==> src/rtl/sram_ctl_pkg.sv <==
package sram_ctl_pkg;

    typedef enum logic [2:0] {
        ST_PWRUP    = 3'd0,
        ST_IDLE     = 3'd1,
        ST_RD_ACC   = 3'd2,
        ST_RD_SMP   = 3'd3,
        ST_WR_PULSE = 3'd4,
        ST_WR_HOLD  = 3'd5,
        ST_RECOVER  = 3'd6
    } ctl_state_e;

    // Round a nanosecond figure up to whole clock cycles.
    function automatic int ns_to_cyc(input int ns, input int clk_ns);
        return (ns + clk_ns - 1) / clk_ns;
    endfunction

    function automatic int imax(input int a, input int b);
        return (a > b) ? a : b;
    endfunction

endpackage

==> src/rtl/sram_phase_timer.sv <==
// Loadable down-counter that times each bus phase.
module sram_phase_timer #(
    parameter int CNT_W = 4
) (
    input  logic             clk,
    input  logic             rst_n,
    input  logic             load,
    input  logic [CNT_W-1:0] load_val,
    output logic             expired
);
    logic [CNT_W-1:0] cnt_q;

    always_ff @(posedge clk or negedge rst_n) begin
        if (!rst_n) begin
            cnt_q <= '0;
        end else if (load) begin
            cnt_q <= load_val;
        end else if (cnt_q != '0) begin
            cnt_q <= cnt_q - 1'b1;
        end
    end

    assign expired = (cnt_q == '0);
endmodule

==> src/rtl/sram_pwrup_guard.sv <==
// Counts the settling interval after reset release.
module sram_pwrup_guard #(
    parameter int LIMIT = 200000
) (
    input  logic clk,
    input  logic rst_n,
    output logic settled
);
    localparam int CW = $clog2(LIMIT + 1);

    logic [CW-1:0] cnt_q;

    always_ff @(posedge clk or negedge rst_n) begin
        if (!rst_n) begin
            cnt_q <= '0;
        end else if (cnt_q != CW'(LIMIT)) begin
            cnt_q <= cnt_q + 1'b1;
        end
    end

    assign settled = (cnt_q == CW'(LIMIT));
endmodule

==> src/rtl/sram_strobe_ctrl.sv <==
module sram_strobe_ctrl
    import sram_ctl_pkg::*;
#(
    parameter int ADDR_W    = 11,
    parameter int DATA_W    = 8,
    parameter int CLK_NS    = 10,
    parameter int T_RC_NS   = 70,     // minimum cycle time
    parameter int T_AA_NS   = 70,     // address / enable to data
    parameter int T_OE_NS   = 35,     // output enable to data
    parameter int T_WP_NS   = 50,     // write pulse width
    parameter int T_AW_NS   = 60,     // address valid to end of write
    parameter int T_DS_NS   = 30,     // data setup to end of write
    parameter int T_DH_NS   = 5,      // data hold after end of write
    parameter int GAP_CYC   = 1,      // minimum strobe-high gap
    parameter int PWRUP_CYC = 200000  // settling after power valid
) (
    input  logic              clk,
    input  logic              rst_n,
    input  logic              req_valid,
    input  logic              req_write,
    input  logic [ADDR_W-1:0] req_addr,
    input  logic [DATA_W-1:0] req_wdata,
    output logic              req_ready,
    output logic              rsp_done,
    output logic [DATA_W-1:0] rsp_rdata,
    output logic [ADDR_W-1:0] sram_addr,
    output logic [DATA_W-1:0] sram_dq_out,
    output logic              sram_dq_oe,
    input  logic [DATA_W-1:0] sram_dq_in,
    output logic              sram_e_n,
    output logic              sram_g_n,
    output logic              sram_w_n
);
    localparam int RD_ACC = imax(ns_to_cyc(T_AA_NS, CLK_NS), ns_to_cyc(T_OE_NS, CLK_NS));
    localparam int WP     = imax(imax(ns_to_cyc(T_WP_NS, CLK_NS), ns_to_cyc(T_AW_NS, CLK_NS)),
                                 imax(ns_to_cyc(T_DS_NS, CLK_NS), 1));
    localparam int DH     = imax(ns_to_cyc(T_DH_NS, CLK_NS), 1);
    localparam int RC     = ns_to_cyc(T_RC_NS, CLK_NS);
    localparam int RD_ACT = RD_ACC + 1;
    localparam int WR_ACT = WP + DH;
    localparam int RD_REC = imax(GAP_CYC, RC - RD_ACT);
    localparam int WR_REC = imax(GAP_CYC, RC - WR_ACT);
    localparam int T_MAX  = imax(imax(RD_ACC, WP), imax(imax(DH, RD_REC), WR_REC));
    localparam int TMR_W  = $clog2(T_MAX + 1);

    ctl_state_e state_q, state_d;

    logic             tmr_load;
    logic [TMR_W-1:0] tmr_val;
    logic             tmr_expired;
    logic             settled;

    logic [ADDR_W-1:0] addr_q;
    logic [DATA_W-1:0] wdata_q;
    logic [DATA_W-1:0] rdata_q;
    logic              done_q;

    sram_phase_timer #(.CNT_W(TMR_W)) u_timer (
        .clk      (clk),
        .rst_n    (rst_n),
        .load     (tmr_load),
        .load_val (tmr_val),
        .expired  (tmr_expired)
    );

    sram_pwrup_guard #(.LIMIT(PWRUP_CYC)) u_guard (
        .clk     (clk),
        .rst_n   (rst_n),
        .settled (settled)
    );

    // State register
    always_ff @(posedge clk or negedge rst_n) begin
        if (!rst_n) state_q <= ST_PWRUP;
        else        state_q <= state_d;
    end

    // Next state and phase timer loads
    always_comb begin
        state_d  = state_q;
        tmr_load = 1'b0;
        tmr_val  = '0;
        unique case (state_q)
            ST_PWRUP: begin
                if (settled) state_d = ST_IDLE;
            end
            ST_IDLE: begin
                if (req_valid) begin
                    tmr_load = 1'b1;
                    if (req_write) begin
                        state_d = ST_WR_PULSE;
                        tmr_val = TMR_W'(WP - 1);
                    end else begin
                        state_d = ST_RD_ACC;
                        tmr_val = TMR_W'(RD_ACC - 1);
                    end
                end
            end
            ST_RD_ACC: begin
                if (tmr_expired) state_d = ST_RD_SMP;
            end
            ST_RD_SMP: begin
                state_d  = ST_RECOVER;
                tmr_load = 1'b1;
                tmr_val  = TMR_W'(RD_REC - 1);
            end
            ST_WR_PULSE: begin
                if (tmr_expired) begin
                    state_d  = ST_WR_HOLD;
                    tmr_load = 1'b1;
                    tmr_val  = TMR_W'(DH - 1);
                end
            end
            ST_WR_HOLD: begin
                if (tmr_expired) begin
                    state_d  = ST_RECOVER;
                    tmr_load = 1'b1;
                    tmr_val  = TMR_W'(WR_REC - 1);
                end
            end
            ST_RECOVER: begin
                if (tmr_expired) state_d = ST_IDLE;
            end
            default: state_d = ST_PWRUP;
        endcase
    end

    // Strobe outputs decoded from the state
    always_comb begin
        sram_e_n   = 1'b1;
        sram_g_n   = 1'b1;
        sram_w_n   = 1'b1;
        sram_dq_oe = 1'b0;
        unique case (state_q)
            ST_RD_ACC, ST_RD_SMP: begin
                sram_e_n = 1'b0;
                sram_g_n = 1'b0;
            end
            ST_WR_PULSE: begin
                sram_e_n   = 1'b0;
                sram_w_n   = 1'b0;
                sram_dq_oe = 1'b1;
            end
            ST_WR_HOLD: begin
                sram_dq_oe = 1'b1;
            end
            default: ;
        endcase
    end

    // Request capture and response
    always_ff @(posedge clk or negedge rst_n) begin
        if (!rst_n) begin
            addr_q  <= '0;
            wdata_q <= '0;
            rdata_q <= '0;
            done_q  <= 1'b0;
        end else begin
            if (state_q == ST_IDLE && req_valid) begin
                addr_q  <= req_addr;
                wdata_q <= req_wdata;
            end
            if (state_q == ST_RD_SMP) rdata_q <= sram_dq_in;
            done_q <= (state_q == ST_RD_SMP) || (state_q == ST_WR_HOLD && tmr_expired);
        end
    end

    assign req_ready   = (state_q == ST_IDLE);
    assign rsp_done    = done_q;
    assign rsp_rdata   = rdata_q;
    assign sram_addr   = addr_q;
    assign sram_dq_out = wdata_q;

endmodule

==> config.mk <==
export PLATFORM = sky130hd
export DESIGN_NAME = sram_strobe_ctrl
export DESIGN_NICKNAME = d
export VERILOG_FILES = /design/src/rtl/sram_ctl_pkg.sv /design/src/rtl/sram_phase_timer.sv /design/src/rtl/sram_pwrup_guard.sv /design/src/rtl/sram_strobe_ctrl.sv
export SDC_FILE = /design/constraint.sdc
export NUM_CORES = 1
export LEC_CHECK = 0
export ABC_AREA = 0
export BUFFER_PORTS_ARGS = -buffer_cell sky130_fd_sc_hd__buf_2
export CORE_ASPECT_RATIO = 1.4
export CORE_UTILIZATION = 30
export DETAILED_ROUTE_END_ITERATION = 7
export GPL_ROUTABILITY_DRIVEN = 0
export GPL_TIMING_DRIVEN = 0
export PLACE_DENSITY = 0.53
export SETUP_SLACK_MARGIN = 0.1
export SYNTH_ARGS = -nofsm -noshare
export SYNTH_HDL_FRONTEND = slang
export SYNTH_SLANG_ARGS = --single-unit
==> constraint.sdc <==
create_clock -name clk -period 2 [get_ports clk]
set_input_delay 0.2 -clock clk [delete_from_list [all_inputs] [get_ports clk]]
set_output_delay 0.2 -clock clk [all_outputs]
set_load 0.005 [all_outputs]
After elaboration in Yosys (flattened, before gate mapping)
Index checks and enable logic that the tools add are counted.

Flip-flop bits (word level): 52. Latch bits: 0. RAM bits: 0. Bits in read-only memories: 0. Bits of input ports: 31. Output and inout port bits: 33. Word-level logic and storage cells: 54. Memories kept: 0.

$add $sub $neg: 2. Multiply operators: 0. Div/mod/pow operators: 0. $lt $le $gt $ge: 0. Equal/unequal tests: 14. Shifts and indexed selects: 0. Mux-type cells: 20. Bitwise operators: 0. Reduce and logical (&&, ||, !) cells: 11.

Operators by type and width (number): $mux W3 (11); $pmux W3 S7 (1); $add A18 B1 Y18 const B (1); $eq A18 B18 Y1 const B (1); $ne A18 B18 Y1 const B (1); $ne A2 B2 Y1 const B (6); $eq A3 B3 Y1 const B (3); $eq A3 B2 Y1 const B (2); $logic_not A3 Y1 (2); $mux W1 (6); $reduce_and A6 Y1 (1); $reduce_or A2 Y1 (2); $eq A3 B1 Y1 const B (1); $pmux W1 S3 (1); $reduce_bool A3 Y1 (1); $reduce_or A3 Y1 (1); $sub A3 B1 Y3 const B (1); $logic_and A1 B1 Y1 (2); $mux W2 (1); $reduce_bool A2 Y1 (1); $logic_or A1 B1 Y1 (1).

Longest topological paths before layout
Gate-level depths: netlist of the first run.

Depth in word-level cells: 4. Depth in mapped cells: 7. Gate-level depth less buffers: 6.

By module
A second synthesis of the first run with hierarchy kept.

Cell total of the unflattened synthesis: 189. Area total of the unflattened synthesis: 2348.5 µm².

Modules (own cells, without submodules): sram_strobe_ctrl (instances 1, cells an instance 93, area each 1300.0 µm², seq. area each 775.7 µm²); sram_pwrup_guard (instances 1, cells an instance 75, area each 848.3 µm², seq. area each 450.4 µm²); sram_phase_timer (instances 1, cells an instance 21, area each 200.2 µm², seq. area each 75.1 µm²).

Worst setup path after synthesis of the first run
OpenSTA, ideal clock, no wires.

Kind: register to register. Start: reg u_guard.cnt_q[12]. End: reg u_guard.cnt_q[1]. Setup time: 125 ps. Arrival: 1577 ps. Required time: 1875 ps. Setup slack: 297 ps. Stages on the path, launching flop included: 4. Path buffers: 0. Clock period less this slack: 1703 ps. Path through: dfrtp_1 or4b_4 nor4_4 mux2_4.

Cells in the longest elaborated chain, start to end: 1.

RTL lines: from (decl) (RTL line sram_pwrup_guard.sv:11) `logic [CW-1:0] cnt_q;`; from (signal assigned) (RTL line sram_pwrup_guard.sv:17) `cnt_q <= cnt_q + 1'b1;`; $ne A18 B18 Y1 (RTL line sram_pwrup_guard.sv:16) `end else if (cnt_q != CW'(LIMIT)) begin`.

No other way between the ends. A chain may end at the register's enable or synchronous reset.

Worst setup path after layout of the first run
Start: reg state_q[2]. End: out sram_e_n.

Cells in the longest elaborated chain, start to end: 3. Elaborated cells on any way between the ends: 5. Classes of those cells: eq/ne: 3; mux: 1; reduce/logical: 1.

RTL lines: from (decl) (RTL line sram_strobe_ctrl.sv:46) `ctl_state_e state_q, state_d;`; from (signal assigned) (RTL line sram_strobe_ctrl.sv:75) `else state_q <= state_d;`; $eq A3 B2 Y1 / $eq A3 B3 Y1 (equally long branches) (RTL line sram_strobe_ctrl.sv:134) `unique case (state_q)`; $reduce_or A3 Y1 (no line) *; $mux W1 * (RTL line sram_strobe_ctrl.sv:134); to (decl) (RTL line sram_strobe_ctrl.sv:30) `output logic sram_e_n,`.

Mark *: on every way between the ends. The rest lies on a longest branch, timed or not.

==> run summary, run 1 <==
The flow ran to the end, and the final reports show no timing, DRC or antenna violations. When the netlist entered floorplanning its net count stood at 261. The die covers 8050 µm².

The Yosys step of the flow raised 0 warnings. Counting flops and latches in the post-synthesis netlist gives 52. Among all flip-flop cells after synthesis, the most frequent one is sky130_fd_sc_hd__dfrtp_1. The share of final-layout standard cells stronger than drive strength 1 was 30.9%.

The run gives 8.76 ps as the worst setup skew after layout. In this run the critical register-to-register path is launched from u_guard.cnt_q[12]. From left edge to right edge, the die measures 76.1 µm. Sequential cells were found to cover 56.4% of the synthesized design area.

The critical path data arrival time is 1540 ps. After routing, the total negative slack on setup checks comes to 0 ps. The tools report the terminus of the critical flop-to-flop path as u_guard.cnt_q[1].

For this design, the CTS-stage hold fixing added 0 buffers. In the final layout, flip-flops and latches occupy 1300 µm². The final period demand of the worst path is 1740 ps, and the initial antenna violation count is 0. The maximum fanout encountered on the critical timing path was 9; the synthesized instance count was 226. The number of placement rows was 37. Following the worst setup path forward leads to its endpoint at sram_e_n.

The count of boundary I/O pins was 64; the transition time at the pin with the least slew margin was 1170 ps. The first-pass GRT wire length was 7.69 mm; the total number of nets in the final design was 334. The final count of negative-setup-slack endpoints was 0. The tightest min-delay check is of the primary input to flop type. The layout has 775 filler cells. Measured against its own limit, the worst slew margin works out to 21.7%. For the final wirelength, the log shows 4.64 mm. The setup slack of the worst register-to-register path is 280 ps, and the post-route cell area is 2880 µm².

The least setup slack across all paths after layout came out at 256 ps. The hold violation count in the final report was 0; the number of DRC violations after detailed routing was 0. TritonCTS built the clock tree. The top cell type by area accounts for 56.4% of the synthesized area. Growth of design area from synthesis to finish: 24.9%. Path type of the worst setup path: flop to primary output. The number of flops mapped to enable cells by yosys was 0.

Prior to clock tree synthesis, the placed netlist has a worst setup slack of 171 ps. Summed over all layers, the global routing overflow is 0. For this configuration, the core starts out at a cell density of 31.2%. For this design, the sink count on the clock tree is 52. After floorplanning, the core was sized to cover 7410 µm². Dividing the detail-routed wire length by the instance count gives 11.7 µm.

By instance count, the leading cell after synthesis is sky130_fd_sc_hd__nand2_1. The number of port buffers was 63; the final standard cell count with taps included and fillers excluded was 395. Derived from the worst setup path, the maximum achievable clock frequency is 573 MHz.

The number of slew-limit violations in the final report is 0. Data required time at the worst endpoint: 1800 ps. After synthesis, the share of flip-flops with an asynchronous set or reset is 100%. In the post-synthesis netlist, the biggest area contributors are sky130_fd_sc_hd__dfrtp_1 56%, sky130_fd_sc_hd__nand2_1 12%, sky130_fd_sc_hd__xnor2_1 5.7%.

Counting the buffers created by CTS gives 5. For this run, the detailed router's first-pass iteration total came to 4. Maximum clock insertion buffer count: 2.

The total placed cells including tap cells is 386, and the combined area of the multi-input logic cells is 952 µm². The run gives 35 as the distinct cell type count of the synthesized netlist. The vertical die dimension was 106 µm.

Biggest area consumer among synthesized cells: sky130_fd_sc_hd__dfrtp_1. The analysis attributes to cell leakage a power of 0.00144 µW. The vias after detailed routing is 1745. 0 antenna diodes ended up in the layout. The part of the cycle the worst path needs is 87.2%, and the number of levels the H-tree was split into is 2.

The tools report the DRC marker count from the first detailed-route iteration as 77. Via density per instance: 4.42. The root buffer selected by CTS was sky130_fd_sc_hd__clkbuf_8. The average size of a mapped cell was 10.2 µm²; the reported max-cap violation count was 0. Tracing the worst setup path back leads to its startpoint at state_q[2]. In this run the remaining antenna-violating nets after routing total 0. The commonest cells after synthesis are 71 x sky130_fd_sc_hd__nand2_1, 52 x sky130_fd_sc_hd__dfrtp_1, 15 x sky130_fd_sc_hd__xnor2_1.

Across every metal layer, demand over resource in global routing totals 12.1%. The HPWL after detailed placement is 3.27 mm. Setup repair after global routing could not meet its margin everywhere. The critical path launch point type is a flop. The run gives 300 ps as the clock latency on the worst-skew pair.

The via count of the first global-routing pass was 1716; the highest ir drop seen on vdd was 0.442 mV. STA classifies the critical path endpoint as a primary output. Clock-pin slew was measured on the worst setup and hold paths at 90 ps. The post-synthesis cell area is 2310 µm².

The worst reg2reg path depth is 3, and the post-detailed-placement cell area is 2750 µm². In this run the power density over the cells is 1160 nW/µm². Entering global routing, the biggest net connects 53 pins.
## sequential cells by signal, summed over array words and instances (netlist names)
signal	count
u_guard.cnt_q	18
sram_addr	11
rsp_rdata	8
sram_dq_out	8
state_q	3
u_timer.cnt_q	3
rsp_done	1
## where the power goes
part / internal, µW / total (µW) / switching (µW)
clock network: 360 / 689 / 329
logic: 577 / 1120 / 541
registers: 1380 / 1520 / 144
## routing by layer
layer  wire length (µm)  GRT usage [%]  vias to the layer above
met1               2000           13.6                      838
met3                116           2.60                        5
met4                 70           4.53                        0
li1                   -              -                      874
met5                  0              0                        -
met2               2450           22.1                       28
## critical path, stage by stage, from the launching register on
cell                       delay, ps
sky130_fd_sc_hd__dfrtp_1         330
sky130_fd_sc_hd__clkbuf_1        310
sky130_fd_sc_hd__nor2b_2         280
sky130_fd_sc_hd__nand2_1          80
sky130_fd_sc_hd__and2_1          130
sky130_fd_sc_hd__buf_2           120
## metrics by stage
step / hold slack, ps / utilization (%) / power, µW
after floorplan: -95.6 / - / 2200
after global routing: 69.6 / 38.9 / 3600
after global placement: 391 / 37.1 / 2650
final: 84.3 / 38.9 / 3330
after CTS: 70.5 / 38.4 / 3390
after detailed placement: 394 / 37.1 / 2680
## cell usage in the layout, fill, tap and decap left out, drive strengths merged, types with 3 or more instances in the layout
cell and instances:
dfrtp 52, nor2 8, nand3 9, xnor2 15, nor3 3, mux2 10, o22ai 3, nand4 3
a21oi 3, buf 69, nand2 71, ha 4, nand2b 4, inv 7, clkbuf 12
## timing repair
| item | CTS | global route |
|---|---|---|
| setup endpoints to repair | 0 | 13 |
| gates resized for setup | 0 | 5 |
| buffers inserted | 0 | 3 |
## how the worst min path moves through the flow
stage	startpoint	to	slack, ps	cells after the start
3_3_place_gp	req_wdata[2]	sram_dq_out[2]	390	3
4_1_cts	req_wdata[6]	sram_dq_out[6]	70	3
3_5_place_dp	req_addr[9]	sram_addr[9]	390	3
5_1_grt	req_wdata[6]	sram_dq_out[6]	70	3
6_report	req_addr[6]	sram_addr[6]	80	3
2_1_floorplan	rst_n	rsp_done	-100	0
## area by class of cell
cell class	instances	area share, %
Tap cell	97	4.21
Buffer	10	1.56
Clock buffer	5	2.39
Clock inverter	1	1.04
Sequential cell	52	45.1
Inverter	7	0.911
Multi-Input combinational cell	157	33.0
Timing Repair Buffer	66	11.7
## cells by family (layout without fill, tap and decap cells)
logic type,Yosys count,count (layout),synth area share (%)
fa+ha+maj,4,4,2.17
xor+xnor,17,17,6.45
flops,52,52,56.4
buf+inv,17,89,3.04
simple gates,111,111,22.5
mux,11,11,5.47
compound gates,14,14,3.96
(Power assumes the default switching activity.)
==> run 2: changes to the inputs <==
--- a/config.mk
+++ b/config.mk
@@ -6,14 +6,16 @@
 export NUM_CORES = 1
 export LEC_CHECK = 0
 export ABC_AREA = 0
-export BUFFER_PORTS_ARGS = -buffer_cell sky130_fd_sc_hd__buf_2
 export CORE_ASPECT_RATIO = 1.4
 export CORE_UTILIZATION = 30
 export DETAILED_ROUTE_END_ITERATION = 7
+export DONT_BUFFER_PORTS = 1
 export GPL_ROUTABILITY_DRIVEN = 0
 export GPL_TIMING_DRIVEN = 0
-export PLACE_DENSITY = 0.53
+export PLACE_DENSITY = 0.46
 export SETUP_SLACK_MARGIN = 0.1
 export SYNTH_ARGS = -nofsm -noshare
 export SYNTH_HDL_FRONTEND = slang
+export SYNTH_HIERARCHICAL = 1
 export SYNTH_SLANG_ARGS = --single-unit
+export TNS_END_PERCENT = 30
==> run summary, run 2 <==
The flow ran to the end, and the final reports show no timing, DRC or antenna violations. Combinational logic burns 10.5% of the power. For the post-detailed-route count of antenna-violating nets, the log shows 0. The largest total area in the synthesized netlist belongs to sky130_fd_sc_hd__dfrtp_1. The number of flops mapped to enable cells by yosys is 0, and the final wirelength is 4.42 mm.

The worst setup path is captured at a flop. After synthesis, the most frequently instantiated cells are 52 x sky130_fd_sc_hd__dfrtp_1, 26 x sky130_fd_sc_hd__mux2_2, 11 x sky130_fd_sc_hd__inv_1. The tools report the critical path launch point type as a flop. Of all nets on the critical path, the largest fanout is 2. TritonCTS built the clock tree.

The chip width is 76.8 µm. The logs give 58.8% for the proportion of power drawn by flip-flops and latches and 39 for the distinct cell type count of the synthesized netlist. The clock latency on the worst-skew pair came out at 310 ps.

Of the cells placed in the final design, the portion with a size suffix greater than 1 is 24.9%. The run gives 0 as the number of DRC violations after detailed routing. End of the worst hold path: sram_addr[10]. The core region is 7450 µm². Setup slack of the worst register-to-register path: 140 ps. The wire length per cell after detailed routing works out to 14.8 µm. VDD sags by at most 0.342 mV. The total power divided by cell area came out at 744 nW/µm².

The routed layout has 1416 vias. After synthesis the cells add up to 2350 µm². The tools report the via count of the first global-routing pass as 1548.

For the length of the first detailed-routing pass in iterations, the log shows 4. Summing the sequential cell areas from Yosys gives 55.4% of the chip area. The internal power of the cells totals 1460 µW. The tightest hold path in the finished design has a slack of 21.4 ps. Based on the critical path, the design can be clocked at up to 537 MHz. The overall overflow remaining after global route was 0; the DRC marker count from the first detailed-route iteration was 64. The most frequent cell after synthesis is sky130_fd_sc_hd__dfrtp_1. The worst hold path belongs to the class primary input to flop.

For this configuration, the core starts out at a cell density of 31.5%. The worst reg2reg path depth came out at 5. The total net switching power is 509 µW, and the transition time at the pin with the least slew margin is 453 ps. The startpoint identified for the worst hold timing path is req_addr[10].

The count of state elements after synthesis is 52. The data required time at the worst endpoint is 2200 ps. CTS saw 52 sinks.

The global router's overall resource usage is 11.9%. Root buffer selected by CTS: sky130_fd_sc_hd__clkbuf_8. TritonCTS created 5 clock buffers.

When the netlist entered floorplanning its net count stood at 224. After layout, the minimum clock period comes to 1860 ps. The count of boundary I/O pins was 64. The startpoint identified for the worst register-to-register timing path is u_guard/cnt_q[0].

The run gives 69.6% as the worst slew margin relative to its limit. Vertical die dimension: 107 µm. The proportion of register bits with asynchronous set or reset after synthesis is 100%. The register with the most flip-flops in the layout has 18 of them. The reported max-cap violation count was 0. The instance count along the most critical hold path was 1; the count of filler cells inserted in the layout was 755. The worst register-to-register path ends at u_guard/cnt_q[1]. The die covers 8190 µm². The critical path data arrival time was 2060 ps; the number of port buffers was 0. The tools report the maximum number of pins on one net before global-route repair as 53. The clock passes through at most 2 buffers.

Synthesis produced a netlist whose cell count is 189. The number of antenna cells inserted came out at 0. Setup repair after global routing could not meet its margin everywhere. For this run, the number of Yosys warnings is 6. The hold violation count in the final report is 0, and the growth of design area from synthesis to finish is 12.7%.

The clock network power share was 30.7%; the share of the synthesized area in the top cell type was 55.4%. Summed over all nets, the half-perimeter wirelength after detailed placement is 3.09 mm. The path type of the worst setup path was flop to flop. Register with the most flip-flops: u_guard/cnt_q. For this run, the leading register cell type out of synthesis is sky130_fd_sc_hd__dfrtp_1.

The most frequent standard cell in the layout excluding fill and tap cells is sky130_fd_sc_hd__dfrtp_1. The first-pass GRT wire length is 7.58 mm, and the via density per instance is 4.75. In the layout the commonest cells are 52 x sky130_fd_sc_hd__dfrtp_1, 26 x sky130_fd_sc_hd__mux2_2, 11 x sky130_fd_sc_hd__inv_1, 9 x sky130_fd_sc_hd__nand2_1, 9 x sky130_fd_sc_hd__nor2_1. The total number of nets in the final design is 235. The floorplan has 37 rows.

For the final database, setup skew stands at 12.8 ps. The H-tree generated during clock tree synthesis spans 2 levels. The final critical path takes up 93.2% of the cycle.

Setup violations remaining at the end of the flow were counted as 0. The average size of a mapped cell is 12.4 µm², and the worst slack at placement is -41.4 ps. Clock-pin slew was measured on the worst setup and hold paths at 100 ps. The static leakage is 0.00120 µW, and the number of slew-limit violations in the final report is 0.

The least setup slack across all paths after layout was 137 ps; the initial antenna violation count was 0. In this run switching power makes up 25.9% of total power. After synthesis, the cell types taking the most area are sky130_fd_sc_hd__dfrtp_1 55%, sky130_fd_sc_hd__mux2_2 12%, sky130_fd_sc_hd__xnor2_1 3.0%.
-- run 2: cell count changes after synthesis, sizes merged, moves of 3 or more --
cell	before	now
nand2	71	9
mux2	10	28
xnor2	15	8
clkbuf	7	1
xor2	2	8
nor4	1	6
inv	7	11
nor2b	2	6
o21ai	2	6
o22ai	3	0
-- run 2: per-layer routing --
metal  vias to the layer above  global-route usage [%]  part of all wire, %
li1                        669                       -                    -
met4                         0                    5.22                  1.7
met5                         -                       0                    0
met3                         5                    3.15                  3.7
met1                       712                    13.6                   40
met2                        30                    20.7                   55
-- run 2: cell type report --
cell class                      instances  area (µm²)  share of cell area [%]
Sequential cell                        52        1300                    49.2
Multi-Input combinational cell        121        1000                    37.8
Tap cell                               97         121                    4.59
Clock buffer                            5        68.8                    2.60
Timing Repair Buffer                    4        52.6                    1.99
Buffer                                  5        42.5                    1.61
Inverter                               11        41.3                    1.56
Clock inverter                          3        18.8                   0.709
-- run 2: kinds of logic after synthesis --
group	synth area share, %
AO/OA/AOI/OAI	4.00
XOR/XNOR	5.97
adder cells (fa/ha/maj)	2.13
buffers and inverters	3.57
flip-flops	55.4
multiplexers	13.9
AND/OR/NAND/NOR	15.1
-- run 2: repair_timing --
item | in CTS | in global routing
setup endpoints to repair | 3 | 6
gates resized for setup | 5 | 3
setup buffers | 2 | 0
hold buffers | 2 | 0
pin swaps | 1 | 2
endpoints found under the hold margin | 52 | 0
-- run 2: worst max path at each step --
stage,from,end,slack (ps),cells after the start
floorplan,u_guard/cnt_q[0],state_q[0],210,7
finish,u_guard/cnt_q[0],u_guard/cnt_q[1],140,5
CTS,u_guard/cnt_q[0],state_q[0],80,7
detailed placement,u_guard/cnt_q[0],state_q[0],-40,7
global placement,u_guard/cnt_q[0],state_q[0],-30,7
global route,u_guard/cnt_q[9],state_q[0],-9,6
-- run 2: critical path, cell delays in order (launching register included) --
cell	delay (ps)
sky130_fd_sc_hd__dfrtp_1	390
sky130_fd_sc_hd__inv_1	60
sky130_fd_sc_hd__ha_1	160
sky130_fd_sc_hd__or4bb_4	570
sky130_fd_sc_hd__nor4_4	210
sky130_fd_sc_hd__mux2_1	350
-- run 2: through the flow --
step | instances | area [µm²] | util (%) | setup TNS, ps | power [µW]
5_1_grt | 298 | 2650 | 35.5 | -17.4 | 2090
2_1_floorplan | 189 | 2350 | - | 0 | 1320
3_5_place_dp | 286 | 2470 | 33.1 | -41.4 | 1360
6_report | 298 | 2650 | 35.5 | 0 | 1970
3_3_place_gp | 286 | 2470 | 33.1 | -34.2 | 1350
4_1_cts | 298 | 2630 | 35.3 | 0 | 2000
-- run 2: power by group through the flow --
stage                     sequential [µW]  combinational, µW  clock (µW)
after floorplan                      1170                152           0
after global placement               1180                175           0
after detailed placement             1180                179           0
after CTS                            1160                210         633
after global routing                 1170                236         685
final                                1160                208         604
==> run 3: changes to the inputs <==
--- a/config.mk
+++ b/config.mk
@@ -6,13 +6,12 @@
 export NUM_CORES = 1
 export LEC_CHECK = 0
 export ABC_AREA = 0
+export BUFFER_PORTS_ARGS = -buffer_cell sky130_fd_sc_hd__buf_2
 export CORE_ASPECT_RATIO = 1.4
 export CORE_UTILIZATION = 30
 export DETAILED_ROUTE_END_ITERATION = 7
-export DONT_BUFFER_PORTS = 1
 export GPL_ROUTABILITY_DRIVEN = 0
-export GPL_TIMING_DRIVEN = 0
-export PLACE_DENSITY = 0.46
+export PLACE_DENSITY = 0.53
 export SETUP_SLACK_MARGIN = 0.1
 export SYNTH_ARGS = -nofsm -noshare
 export SYNTH_HDL_FRONTEND = slang
==> run summary, run 3 (synthesis results as in run 2) <==
Including well taps, the total number of placed cells is 352. The via density per instance was 4.63; the final standard cell count with taps included and fillers excluded was 363. Across the whole layout, storage elements account for 1300 µm². The clock tree synthesis step divided the H-tree into 2 levels.

Counting the buffers created by CTS gives 5. In this run the worst hold path is classified as primary input to flop. Initial antenna violation count: 0. Data on the critical path arrives at its endpoint at 2120 ps. For the finished layout, the period the worst path requires is 1910 ps.

After routing the design area is 2990 µm². The worst setup path is captured at a flop. Relative to the synthesized area, the layout overhead comes to 27.1%. Leaving out fill and tap cells, the most frequent cell in the layout is sky130_fd_sc_hd__buf_2. For the worst-skew pair, the clock arrives at the later sink with an insertion delay of 310 ps. Setup repair after global routing could not meet its margin everywhere. The tools report the critical path launch point type as a flop. For the worst slew margin relative to its limit, the log shows 58.2%.

CTS placed an instance of sky130_fd_sc_hd__clkbuf_8 at the clock tree root. Counting the fill cells in the layout gives 733. The floorplan step defined a die boundary enclosing 8190 µm².

The logs give 7450 µm² for the core area and 1694 for the via count of the first global-routing pass. In the layout the commonest cells are 63 x sky130_fd_sc_hd__buf_2, 52 x sky130_fd_sc_hd__dfrtp_1, 26 x sky130_fd_sc_hd__mux2_2, 11 x sky130_fd_sc_hd__inv_1. The first global-routing pass estimated 7.90 mm of wire.

The number of slew-limit violations in the final report is 0, and the length of the first detailed-routing pass in iterations is 4. TritonCTS built the clock tree. At the end of the flow, the number of nets in the layout was 300. The die is 76.8 µm wide. The cell family contributing the most delay on the critical path is simple AND/OR/NAND/NOR gates. In the final layout, the multi-input gates occupy 997 µm².

The run gives 0.273 mV as the highest ir drop seen on vdd. Global routing finished with a remaining overflow of 0. In the final routed layout, each cell accounts on average for 13.1 µm. The register with the most flip-flops is u_guard/cnt_q. The flow ran to the end, and the final reports show no timing, DRC or antenna violations. Once detail routing completed, the nets flagged for antenna violations numbered 0. Entering global routing, the biggest net connects 31 pins. The count of buffering cells on the critical path with inverters included was 1. Path type of the worst setup path: flop to flop. The cell with the biggest individual delay on the critical path is sky130_fd_sc_hd__or4bb_4.

For this design the static power due to leakage is 0.00148 µW. Traced cell by cell, the critical path runs through inv_1, ha_1, or4bb_4, nor4_4, mux2_4. The register with the most flip-flops in the layout has 18 of them.

For the pin with the worst max-slew slack, the measured transition is 621 ps. The total power divided by cell area is 724 nW/µm². Between clock sinks in the finished design, the worst skew comes to 8.68 ps. In this run, the number of DRC markers left after iteration 0 of detailed routing was 102.

The maximum clock rate was 522 MHz. The final setup TNS is 0 ps. The tightest hold margin is 112 ps, and the global router's overall resource usage is 12.4%.

The number of antenna cells inserted is 0, and the initial standard-cell utilization of the core is 31.5%. After detailed routing, the total wire length is 4.75 mm. Summed over all nets, the half-perimeter wirelength after detailed placement is 3.44 mm. The logs give 1682 for the vias after detailed routing and 52 for the CTS sink count. In this run the vertical extent of the chip is 107 µm. During placement, the flow inserted port buffers numbering 63.

In this run the count of I/O pins placed on the die edge is 64. Max-cap violations in this run came to 0. STA puts the critical path data required time at 2200 ps.

Final count of negative-setup-slack endpoints: 0. The clock transition time at the flip-flop clock pins of the worst setup and hold paths was 100 ps; the final core utilization was 40.1%. Along the worst path, the maximum fanout reaches 3. The longest individual stage delay on the worst path was 560 ps; the maximum clock insertion buffer count was 2. Once placement finished, the instance area stood at 2820 µm². After layout, the worst path uses 95.7% of the clock period. The floorplan has 37 rows. The run gives 0 as the number of DRC violations after detailed routing. For the hold violation count in the final report, the log shows 0. The share of final-layout standard cells stronger than drive strength 1 was 43.2%.
-- run 3: cell type report --
type / count / share of cell area, %
clock inverter: 2 / 1.30
inverter: 11 / 1.38
clock buffer: 6 / 2.43
multi-input combinational: 121 / 33.4
tap: 97 / 4.07
sequential: 52 / 43.6
timing repair buffer: 74 / 13.8
-- run 3: layer usage --
metal	vias up	track usage (%)	part of all wire, %
li1	800	-	-
met3	6	2.21	2.6
met2	24	22.3	54
met5	-	0	0
met4	0	5.77	1.9
met1	852	14.0	41
-- run 3: timing repair --
item | in CTS | in global routing
pin swaps | 0 | 1
hold buffers | 1 | 0
resized for setup | 1 | 5
endpoints found under the hold margin | 22 | 0
buffers inserted | 0 | 2
setup endpoints to repair | 1 | 6
-- run 3: final timing paths --
path	end	startpoint	slack (ps)	cells after the start
worst min register to register	u_guard/cnt_q[17]	u_guard/cnt_q[17]	480	1
min in group asynchronous	rsp_rdata[7]	rst_n	400	2
worst max register to register	u_guard/cnt_q[1]	u_guard/cnt_q[1]	90	5
worst min-delay path	sram_addr[10]	req_addr[10]	110	2
max in group asynchronous	u_guard/cnt_q[10]	rst_n	1050	3
worst max-delay path	u_guard/cnt_q[1]	u_guard/cnt_q[1]	90	5
-- run 3: through the flow --
step / power (µW) / worst slack, ps
after global routing: 2280 / 13.5
after detailed placement: 1450 / 57.3
after floorplan: 1320 / 205
after CTS: 2200 / 103
after global placement: 1450 / 154
final: 2160 / 85.7
-- run 3: where the power goes --
part | leakage (µW) | switching, µW | internal [µW] | total, µW
sequential | 0.000667 | 38.4 | 1110 | 1150
combinational | 0.000763 | 126 | 151 | 276
clock | 0.0000558 | 356 | 379 | 734
total | 0.00148 | 520 | 1640 | 2160
-- run 3: worst reg2reg max path, delay by kind of cell (launching register included) --
family | cells | cell delay [ps]
adder cells (fa/ha/maj) | 1 | 130
buffers and inverters | 1 | 70
flip-flops | 1 | 420
multiplexers | 1 | 330
AND/OR/NAND/NOR | 2 | 860
